--- src/rtl/irq_sense_pkg.sv ---
package irq_sense_pkg;

    typedef enum logic [1:0] {
        SENSE_LEVEL = 2'b00,
        SENSE_FALL  = 2'b01,
        SENSE_RISE  = 2'b10,
        SENSE_BOTH  = 2'b11
    } sense_e;

    // Bit position of the sense code inside a control byte.
    localparam int MODE_LSB = 2;

    typedef struct packed {
        logic pending;
        logic issue;
        logic withdraw;
    } cell_out_t;

    // Qualifying transition for the edge modes.
    function automatic logic edge_hit(sense_e mode, logic prev, logic cur);
        logic hit;
        unique case (mode)
            SENSE_FALL: hit = prev & ~cur;
            SENSE_RISE: hit = ~prev & cur;
            SENSE_BOTH: hit = prev ^ cur;
            default:    hit = 1'b0;
        endcase
        return hit;
    endfunction

    // Control byte image for a given sense code.
    function automatic logic [7:0] mode_byte(sense_e mode);
        logic [7:0] b;
        b = '0;
        b[MODE_LSB +: 2] = mode;
        return b;
    endfunction

endpackage

--- src/rtl/irq_sense_cell.sv ---
module irq_sense_cell
    import irq_sense_pkg::*;
(
    input  logic      clk,
    input  logic      rst,
    input  logic      line_i,
    input  sense_e    mode_i,
    input  logic      clr_i,
    output cell_out_t st_o
);

    logic prev_q, pend_q, iss_q, wd_q;
    logic hit, pend_n, iss_n, wd_n;

    always_comb begin
        hit = edge_hit(mode_i, prev_q, line_i);
        if (mode_i == SENSE_LEVEL) begin
            pend_n = line_i;
            iss_n  = line_i & ~pend_q;
            wd_n   = ~line_i & pend_q;
        end else begin
            // A new edge outranks a clear arriving in the same cycle.
            pend_n = hit | (pend_q & ~clr_i);
            iss_n  = hit;
            wd_n   = 1'b0;
        end
    end

    always_ff @(posedge clk) begin
        if (rst) begin
            prev_q <= 1'b0;
            pend_q <= 1'b0;
            iss_q  <= 1'b0;
            wd_q   <= 1'b0;
        end else begin
            prev_q <= line_i;
            pend_q <= pend_n;
            iss_q  <= iss_n;
            wd_q   <= wd_n;
        end
    end

    assign st_o = '{pending: pend_q, issue: iss_q, withdraw: wd_q};

    a_r2_rise_sets: assert property (@(posedge clk) disable iff (rst)
        (mode_i == SENSE_RISE && !prev_q && line_i) |=> (iss_q && pend_q));

    a_r3_fall_sets: assert property (@(posedge clk) disable iff (rst)
        (mode_i == SENSE_FALL && prev_q && !line_i) |=> (iss_q && pend_q));

    a_r4_both_sets: assert property (@(posedge clk) disable iff (rst)
        (mode_i == SENSE_BOTH && (prev_q != line_i)) |=> (iss_q && pend_q));

    a_r6_withdraw_drops: assert property (@(posedge clk) disable iff (rst)
        wd_q |-> !pend_q);

    a_r6_withdraw_level_only: assert property (@(posedge clk) disable iff (rst)
        (mode_i != SENSE_LEVEL) |=> !wd_q);

    a_r7_edge_flag_holds: assert property (@(posedge clk) disable iff (rst)
        (mode_i != SENSE_LEVEL && pend_q && !clr_i) |=> pend_q);

    a_r5_single_strobe: assert property (@(posedge clk) disable iff (rst)
        (mode_i != SENSE_LEVEL && iss_q && $stable(line_i)) |=> !iss_q);

endmodule

--- src/rtl/irq_sense_regs.sv ---
module irq_sense_regs
    import irq_sense_pkg::*;
#(
    parameter int                  NUM_SRC    = 80,
    parameter int                  PIN_BASE   = 64,
    parameter logic [NUM_SRC-1:0]  LEVEL_INIT = '0,
    localparam int                 IDX_W      = $clog2(NUM_SRC),
    localparam int                 AW         = IDX_W + 1
) (
    input  logic                 clk,
    input  logic                 rst,
    input  logic                 wr_i,
    input  logic [AW-1:0]        addr_i,
    input  logic [7:0]           wdata_i,
    input  logic                 ack_valid_i,
    input  logic [IDX_W-1:0]     ack_idx_i,
    input  logic [NUM_SRC-1:0]   pending_i,
    output sense_e [NUM_SRC-1:0] mode_o,
    output logic [NUM_SRC-1:0]   clr_o,
    output logic [7:0]           rdata_o
);

    localparam int PIN_CNT = NUM_SRC - PIN_BASE;

    logic             ctl_sel;
    logic [IDX_W-1:0] sel_idx;
    logic             unused_wdata;

    assign ctl_sel      = addr_i[AW-1];
    assign sel_idx      = addr_i[IDX_W-1:0];
    assign unused_wdata = ^{wdata_i[7:4], wdata_i[1]};

    for (genvar i = 0; i < NUM_SRC; i++) begin : g_mode
        localparam sense_e RST_MODE = LEVEL_INIT[i] ? SENSE_LEVEL : SENSE_RISE;
        if (i < PIN_BASE) begin : g_fixed
            assign mode_o[i] = RST_MODE;
        end else begin : g_prog
            localparam logic [IDX_W-1:0] MY_IDX = IDX_W'(i - PIN_BASE);
            sense_e mode_q;
            always_ff @(posedge clk) begin
                if (rst)
                    mode_q <= RST_MODE;
                else if (wr_i && ctl_sel && sel_idx == MY_IDX)
                    mode_q <= sense_e'(wdata_i[MODE_LSB +: 2]);
            end
            assign mode_o[i] = mode_q;
        end
    end

    always_comb begin
        clr_o   = '0;
        rdata_o = '0;
        for (int i = 0; i < NUM_SRC; i++) begin
            if (wr_i && !ctl_sel && sel_idx == IDX_W'(i) && !wdata_i[0])
                clr_o[i] = 1'b1;
            if (ack_valid_i && ack_idx_i == IDX_W'(i))
                clr_o[i] = 1'b1;
            if (!ctl_sel && sel_idx == IDX_W'(i))
                rdata_o = {7'b0, pending_i[i]};
        end
        for (int k = 0; k < PIN_CNT; k++) begin
            if (ctl_sel && sel_idx == IDX_W'(k))
                rdata_o = mode_byte(mode_o[PIN_BASE + k]);
        end
    end

    a_r12_pending_byte_shape: assert property (@(posedge clk) disable iff (rst)
        !ctl_sel |-> (rdata_o[7:1] == 7'b0));

    a_r1_control_byte_shape: assert property (@(posedge clk) disable iff (rst)
        ctl_sel |-> (rdata_o[7:4] == 4'b0 && rdata_o[1:0] == 2'b0));

endmodule

--- src/rtl/irq_sense_stage.sv ---
module irq_sense_stage
    import irq_sense_pkg::*;
#(
    parameter int                  NUM_SRC    = 80,
    parameter int                  PIN_BASE   = 64,
    parameter logic [NUM_SRC-1:0]  LEVEL_INIT = '0,
    localparam int                 IDX_W      = $clog2(NUM_SRC),
    localparam int                 AW         = IDX_W + 1
) (
    input  logic               clk,
    input  logic               rst,
    input  logic [NUM_SRC-1:0] line_i,
    input  logic               reg_wr_i,
    input  logic [AW-1:0]      reg_addr_i,
    input  logic [7:0]         reg_wdata_i,
    output logic [7:0]         reg_rdata_o,
    input  logic               ack_valid_i,
    input  logic [IDX_W-1:0]   ack_idx_i,
    output logic [NUM_SRC-1:0] pending_o,
    output logic [NUM_SRC-1:0] issue_o,
    output logic [NUM_SRC-1:0] withdraw_o
);

    sense_e [NUM_SRC-1:0] mode;
    logic   [NUM_SRC-1:0] clr;
    cell_out_t            cst [NUM_SRC];

    irq_sense_regs #(
        .NUM_SRC    (NUM_SRC),
        .PIN_BASE   (PIN_BASE),
        .LEVEL_INIT (LEVEL_INIT)
    ) u_regs (
        .clk         (clk),
        .rst         (rst),
        .wr_i        (reg_wr_i),
        .addr_i      (reg_addr_i),
        .wdata_i     (reg_wdata_i),
        .ack_valid_i (ack_valid_i),
        .ack_idx_i   (ack_idx_i),
        .pending_i   (pending_o),
        .mode_o      (mode),
        .clr_o       (clr),
        .rdata_o     (reg_rdata_o)
    );

    for (genvar i = 0; i < NUM_SRC; i++) begin : g_src
        irq_sense_cell u_cell (
            .clk    (clk),
            .rst    (rst),
            .line_i (line_i[i]),
            .mode_i (mode[i]),
            .clr_i  (clr[i]),
            .st_o   (cst[i])
        );
        assign pending_o[i]  = cst[i].pending;
        assign issue_o[i]    = cst[i].issue;
        assign withdraw_o[i] = cst[i].withdraw;
    end

    a_r10_quiet_after_reset: assert property (@(posedge clk)
        rst |=> (pending_o == '0 && issue_o == '0 && withdraw_o == '0));

endmodule

--- config.mk ---
export PLATFORM = sky130hd
export DESIGN_NAME = irq_sense_stage
export DESIGN_NICKNAME = d
export VERILOG_FILES = /design/src/rtl/irq_sense_pkg.sv /design/src/rtl/irq_sense_cell.sv /design/src/rtl/irq_sense_regs.sv /design/src/rtl/irq_sense_stage.sv
export SDC_FILE = /design/constraint.sdc
export NUM_CORES = 1
export LEC_CHECK = 0
export ABC_AREA = 1
export BUFFER_PORTS_ARGS = -buffer_cell sky130_fd_sc_hd__buf_2
export CORE_MARGIN = 5
export CORE_UTILIZATION = 63
export DETAILED_ROUTE_END_ITERATION = 10
export PLACE_DENSITY = 0.87
export SYNTH_ARGS = -nofsm -noshare
export SYNTH_HDL_FRONTEND = slang
export SYNTH_HIERARCHICAL = 1
export SYNTH_SLANG_ARGS = --single-unit
--- constraint.sdc ---
create_clock -name clk -period 16.65 [get_ports clk]
set_input_delay 4.1625 -clock clk [delete_from_list [all_inputs] [get_ports clk]]
set_output_delay 4.1625 -clock clk [all_outputs]
set_load 0.02 [all_outputs]
Word level (Yosys, flattened, before mapping)

Index checks and enable logic that the tools add are counted.

Logic and storage cells: 1684
Register bits after elaboration: 288
Output and inout bits: 248
Input port bits: 107

Equality and inequality tests: 206
Muxes and demuxes: 304
Bitwise logic cells: 512
Reductions and logical operators: 390

Operators by type and width:

| cell                 | number |
|---|---|
| $eq A7 B6 Y1 const B | 64 |
| $logic_and A1 B1 Y1  | 354 |
| $mux W1              | 272 |
| $eq A7 B5 Y1 const B | 32 |
| $eq A7 B7 Y1 const B | 32 |
| $and A1 B1 Y1        | 208 |
| $not A1 Y1           | 208 |
| $eq A7 B4 Y1 const B | 16 |
| $or A1 B1 Y1         | 80 |
| $eq A2 B2 Y1 const B | 32 |
| $mux W4              | 16 |
| $eq A7 B3 Y1 const B | 8 |
| $pmux W1 S3          | 16 |
| $eq A2 B1 Y1 const B | 16 |
| $logic_not A2 Y1     | 16 |
| $reduce_or A2 Y1     | 16 |
| $eq A7 B2 Y1 const B | 4 |
| $xor A1 B1 Y1        | 16 |
| $eq A7 B1 Y1 const B | 2 |
| $logic_not A7 Y1     | 2 |
| $logic_not A1 Y1     | 2 |

Depth between registers and ports, before layout

Depth after elaboration: 98
Gate-level depth with buffers: 48
Gate-level depth less buffers: 48

Modules after synthesis

The synthesis kept the hierarchy.

Modules (own cells, without submodules):

| module         | cells an instance | sequential area each (um2) | area an instance (um2) | times used |
|---|---|---|---|---|
| irq_sense_cell | 31                | 80.1                       | 225.2                  | 80 |
| irq_sense_regs | 810               | 640.6                      | 4720.8                 | 1 |

Worst setup path after synthesis

Ideal clock, no wire load.

Path kind: input to output
Start: in reg_addr_i[4]
End: out reg_rdata_o[0]
Cell stages on the path: 45
Slack: 5.155 ns
Path buffers: 1
Data required time: 12.487 ns
Arrival time: 7.333 ns
Path through: inv_2 nand2_1 nor2_1 buf_2 nand2_2 nor2_1 inv_1 o22ai_1 inv_2 nand2_1 nand4_1 nand2_1 nand4_1 nand2_1 nand4_1 nand2_1 nand4_1 nand2_1 [9 not listed] nand2_1 nand3_1 nand2_1 nand3_1 nand2_1 nand4_1 nand2_1 nand3_1 nand2_1 nand3_1 nand2_1 nand4_1 nor2_1 nand4_1 nand2_1 nand3_1 nand2_1 nand3_1

Word-level cells in the longest chain between the ends: 98
Elaborated cells between the ends (all ways): 272
Those cells by class: eq/ne (79); mux (96); reduce/logical (97)

Ends and longest elaborated chain:

| item                   | line                                       | source |
|---|---|---|
| from (decl)            | irq_sense_stage.sv:14                      | `input logic [AW-1:0] reg_addr_i,` |
| $logic_not A7 Y1       | irq_sense_regs.sv:58, irq_sense_regs.sv:62 |  |
| $logic_and A1 B1 Y1    | irq_sense_regs.sv:58                       | `if (!ctl_sel && sel_idx == IDX_W'(i))` |
| $mux W1 (80 in series) | irq_sense_regs.sv:58                       |  |
| $mux W4 (15 in series) | irq_sense_regs.sv:62                       | `if (ctl_sel && sel_idx == IDX_W'(k))` |
| $mux W4 (*)            | irq_sense_regs.sv:62                       |  |
| to (decl)              | irq_sense_stage.sv:16                      | `output logic [7:0] reg_rdata_o,` |

Mark *: on every way between the ends. The rest lies on a longest branch, timed or not.

Worst setup path after layout

Start: in reg_addr_i[7]
End: out reg_rdata_o[0]

Word-level cells in the longest chain between the ends: 98
Elaborated cells between the ends (all ways): 193
Those cells by class: mux (96); reduce/logical (97)

Ends and longest elaborated chain:

| item                   | line |
|---|---|
| $logic_not A1 Y1       | irq_sense_regs.sv:58 |
| $logic_and A1 B1 Y1    | irq_sense_regs.sv:58 |
| $mux W1 (80 in series) | irq_sense_regs.sv:58 |
| $mux W4 (15 in series) | irq_sense_regs.sv:62 |
| $mux W4 (*)            | irq_sense_regs.sv:62 |

Marked as above.

==> results.toml <==
[synthesis]
synth.distinct_cells = 35
synthCells = 3290
ys_ff_latch = 352
syn-cell-area_sq_um = 22740
syn-mean-instance-area_sq_um = 6.911
ys_seq_area_frac = 0.3099
yosysWarnings = 6

[clock_tree]
cts_setup_buffers = 0
holdBufCountCts = 0
cts_root_buffer = "clkbuf_16"
clkTransAtPathRegs_ns = 0.06
clkSinkCount = 352
clk_path_buf_depth = 3
h-tree-depth = 2
cts-resized-gates = 0
cts_tree = "yes"
cts_made_buffers = 40
clock_latency_ns = 0.57

[final_layout]
final.fill_count = 3050
drive_above_1_share = 0.1330
nNetsFinal = 3676
area_growth_pct = 5.635

[critical_path]
critPathLaunch = "reg_addr_i[7]"
reg2reg_slack_ns = 15.46
worstSetupEndpointType = "output pin"
startpoint_type = "input port"
cp_common_cell = "nand2_1"
cp_data_arrival_time_ns = 9.25
reg2regPathDepth = 8
reg2reg_to = "g_src[2].u_cell/pend_q"
path_class = "in2out"
max_stage_delay_ns = 0.59
slowest_stage = "buf_2"
required_ns = 12.49
reg2reg_from = "g_src[2].u_cell/prev_q"
crit_fanout = 43

[sta]
max_slew_margin = 0.4657
finClkSkew_ns = 0.01727
max_freq_mhz = 74.58
tns_ns = 0
fin_crit_ns = 13.41
setup_ws_ns = 3.241
period_share = 0.8053
maxSlewViolCount = 0
setup_viol = 0
rsz0062_at_grt = "no"
tightest_slew_ns = 0.8005
hold_violations = 0

[min_path]
hp-class = "reg2reg"
whs_endpoint = "g_src[74].u_cell/wd_q"
hold_start = "g_src[74].u_cell/pend_q"
min_path_cells = 2

[power]
p_int_mw = 1.497
clkPwrFrac = 0.403
power.static_leakage_nw = 12.06
powerDensity_nw_per_um2 = 88.02
p_comb_frac = 0.161
ir_drop_uv = 86.18
sw_frac_of_total = 0.2919
p_seq_frac = 0.436
p_sw_mw = 0.6171

[place]
io_buffers = 344
dp_hpwl_mm = 46.57
dp_worst_setup_slack_ns = 3.444
gp_congestion = 1.003

[detailed_routing]
vias_per_cell = 5.252
wirelength_mm = 61.07
vias = 20516
m1WireLength_mm = 22.88
firstDrtPassIters = 7
drcViolationCount = 0
ant_nets = 0
wl_met2_mm = 28.25
met3_length_mm = 6.428
drtIter0Drc = 1756
dr.max_layer_used = "met5"
drt-wirelength-per-cell_microns = 15.64

[global_routing]
grt-ovfl-total = 0
grt_pass1_wl_mm = 94.03
antenna_found_initial = 12
grt_max_degree = 117
grt_pass1_vias = 19040
grt_use_total = 0.2937

[floorplan]
dieWidth_microns = 200.0
dieArea_sq_um = 39990
die_h_microns = 200.0
coreArea_sq_um = 35570
placementRows = 69
start_util = 0.6393
boundaryPins = 355

[outcome]
status = "finished clean"

[job]
drv_cap = 0
==> metal layers <==
layer  track usage  up-vias
met5             0        -
met4        0.1494       14
met3       0.07821      212
met2        0.4885      897
met1        0.3507     9175
li1              -    10218
==> Yosys cell counts, drive strengths merged <==
| cell type | count | area (sq um) |
|---|---|---|
| nor2 | 337 | 1305 |
| inv | 629 | 2361 |
| a221oi | 2 | 17.52 |
| or3 | 3 | 18.77 |
| a21oi | 107 | 535.5 |
| a31o | 81 | 709.4 |
| clkinv | 1 | 3.750 |
| o22ai | 44 | 275.3 |
| a41oi | 2 | 17.52 |
| nor3 | 9 | 45.04 |
| ha | 160 | 2002 |
| nor4 | 80 | 500.5 |
| clkbuf | 30 | 112.6 |
| o32ai | 6 | 52.55 |
| o211ai | 16 | 120.1 |
| nand3 | 298 | 1496 |
| conb | 2 | 7.510 |
| nand4 | 65 | 406.6 |
| o21ai | 44 | 220.2 |
| nor3b | 3 | 22.52 |
| o2111ai | 1 | 8.760 |
| buf | 385 | 2848 |
| o21bai | 1 | 7.510 |
| nand2 | 549 | 2078 |
| dfxtp | 352 | 7047 |
| or2 | 83 | 519.3 |
==> cell type report <==
class / instances / area [sq um] / area share
clock inverters: 15 / 128.9 / 0.005365
flip-flops and latches: 352 / 7047 / 0.2934
clock buffers: 54 / 1145 / 0.04766
diodes: 9 / 22.52 / 0.0009376
multi-input cells: 2024 / 10880 / 0.4528
well taps: 461 / 576.8 / 0.02401
inverters: 630 / 2365 / 0.09845
repair buffers: 361 / 1859 / 0.07741
==> critical path, delay by kind of cell <==
| family | cells | cell delay, ns |
|---|---|---|
| buf+inv | 4 | 1.66 |
| simple gates | 42 | 3.37 |
==> flip-flops by register name, summed over array words and instances, names as in the netlist <==
name                         cells
g_src.u_cell/iss_q              80
g_src.u_cell/pend_q             80
g_src.u_cell/prev_q             80
g_src.u_cell/wd_q               80
u_regs/g_mode.g_prog.mode_q     32
==> cell usage in the layout (no fill, tap or decap), types with 44 or more instances in the layout <==
master,synthesis,final
conb_1,2,133
a21oi_1,107,107
or2_1,80,80
inv_1,621,620
nand3_1,297,297
nand4_1,65,65
nor2_1,329,328
nand2_1,542,542
a31o_1,80,80
o21ai_0,44,44
dfxtp_1,352,352
nor4_1,80,80
ha_1,160,160
o22ai_1,44,44
buf_2,2,343
==> cell families after synthesis <==
kind of cell    synth area share
other cells            0.0003303
compound gates           0.08639
fa+ha+maj                0.08804
simple gates              0.2811
buf+inv                   0.2342
flops                     0.3099
==> metrics by stage <==
stage / power (mW) / hold WS [ns] / util / instance area [sq um] / instances
3_3_place_gp: 1.259 / 0.4878 / 0.6388 / 22720 / 3828
5_1_grt: 2.217 / 0.5309 / 0.6749 / 24010 / 3901
4_1_cts: 2.123 / 0.4997 / 0.6747 / 24000 / 3897
2_1_floorplan: 1.211 / 0.4482 / - / 23230 / 3421
3_5_place_dp: 1.266 / 0.4932 / 0.6388 / 22720 / 3828
6_report: 2.114 / 0.5006 / 0.6753 / 24020 / 3906
==> power groups by stage <==
stage	Sequential [mW]	Combinational (mW)	Clock [mW]
global placement	0.938	0.321	0
finish	0.921	0.340	0.853
CTS	0.921	0.331	0.872
global route	0.924	0.383	0.910
floorplan	0.918	0.293	0
detailed placement	0.939	0.327	0
==> how the worst max path moves through the flow <==
stage / cells after the start / slack, ns / endpoint
2_1_floorplan: 45 / 5.15 / reg_rdata_o[0]
3_5_place_dp: 46 / 3.44 / reg_rdata_o[0]
5_1_grt: 46 / 2.71 / reg_rdata_o[0]
4_1_cts: 46 / 3.42 / reg_rdata_o[0]
3_3_place_gp: 46 / 3.49 / reg_rdata_o[0]
6_report: 46 / 3.24 / reg_rdata_o[0]
Note: power is estimated with default switching activity, not from simulation.
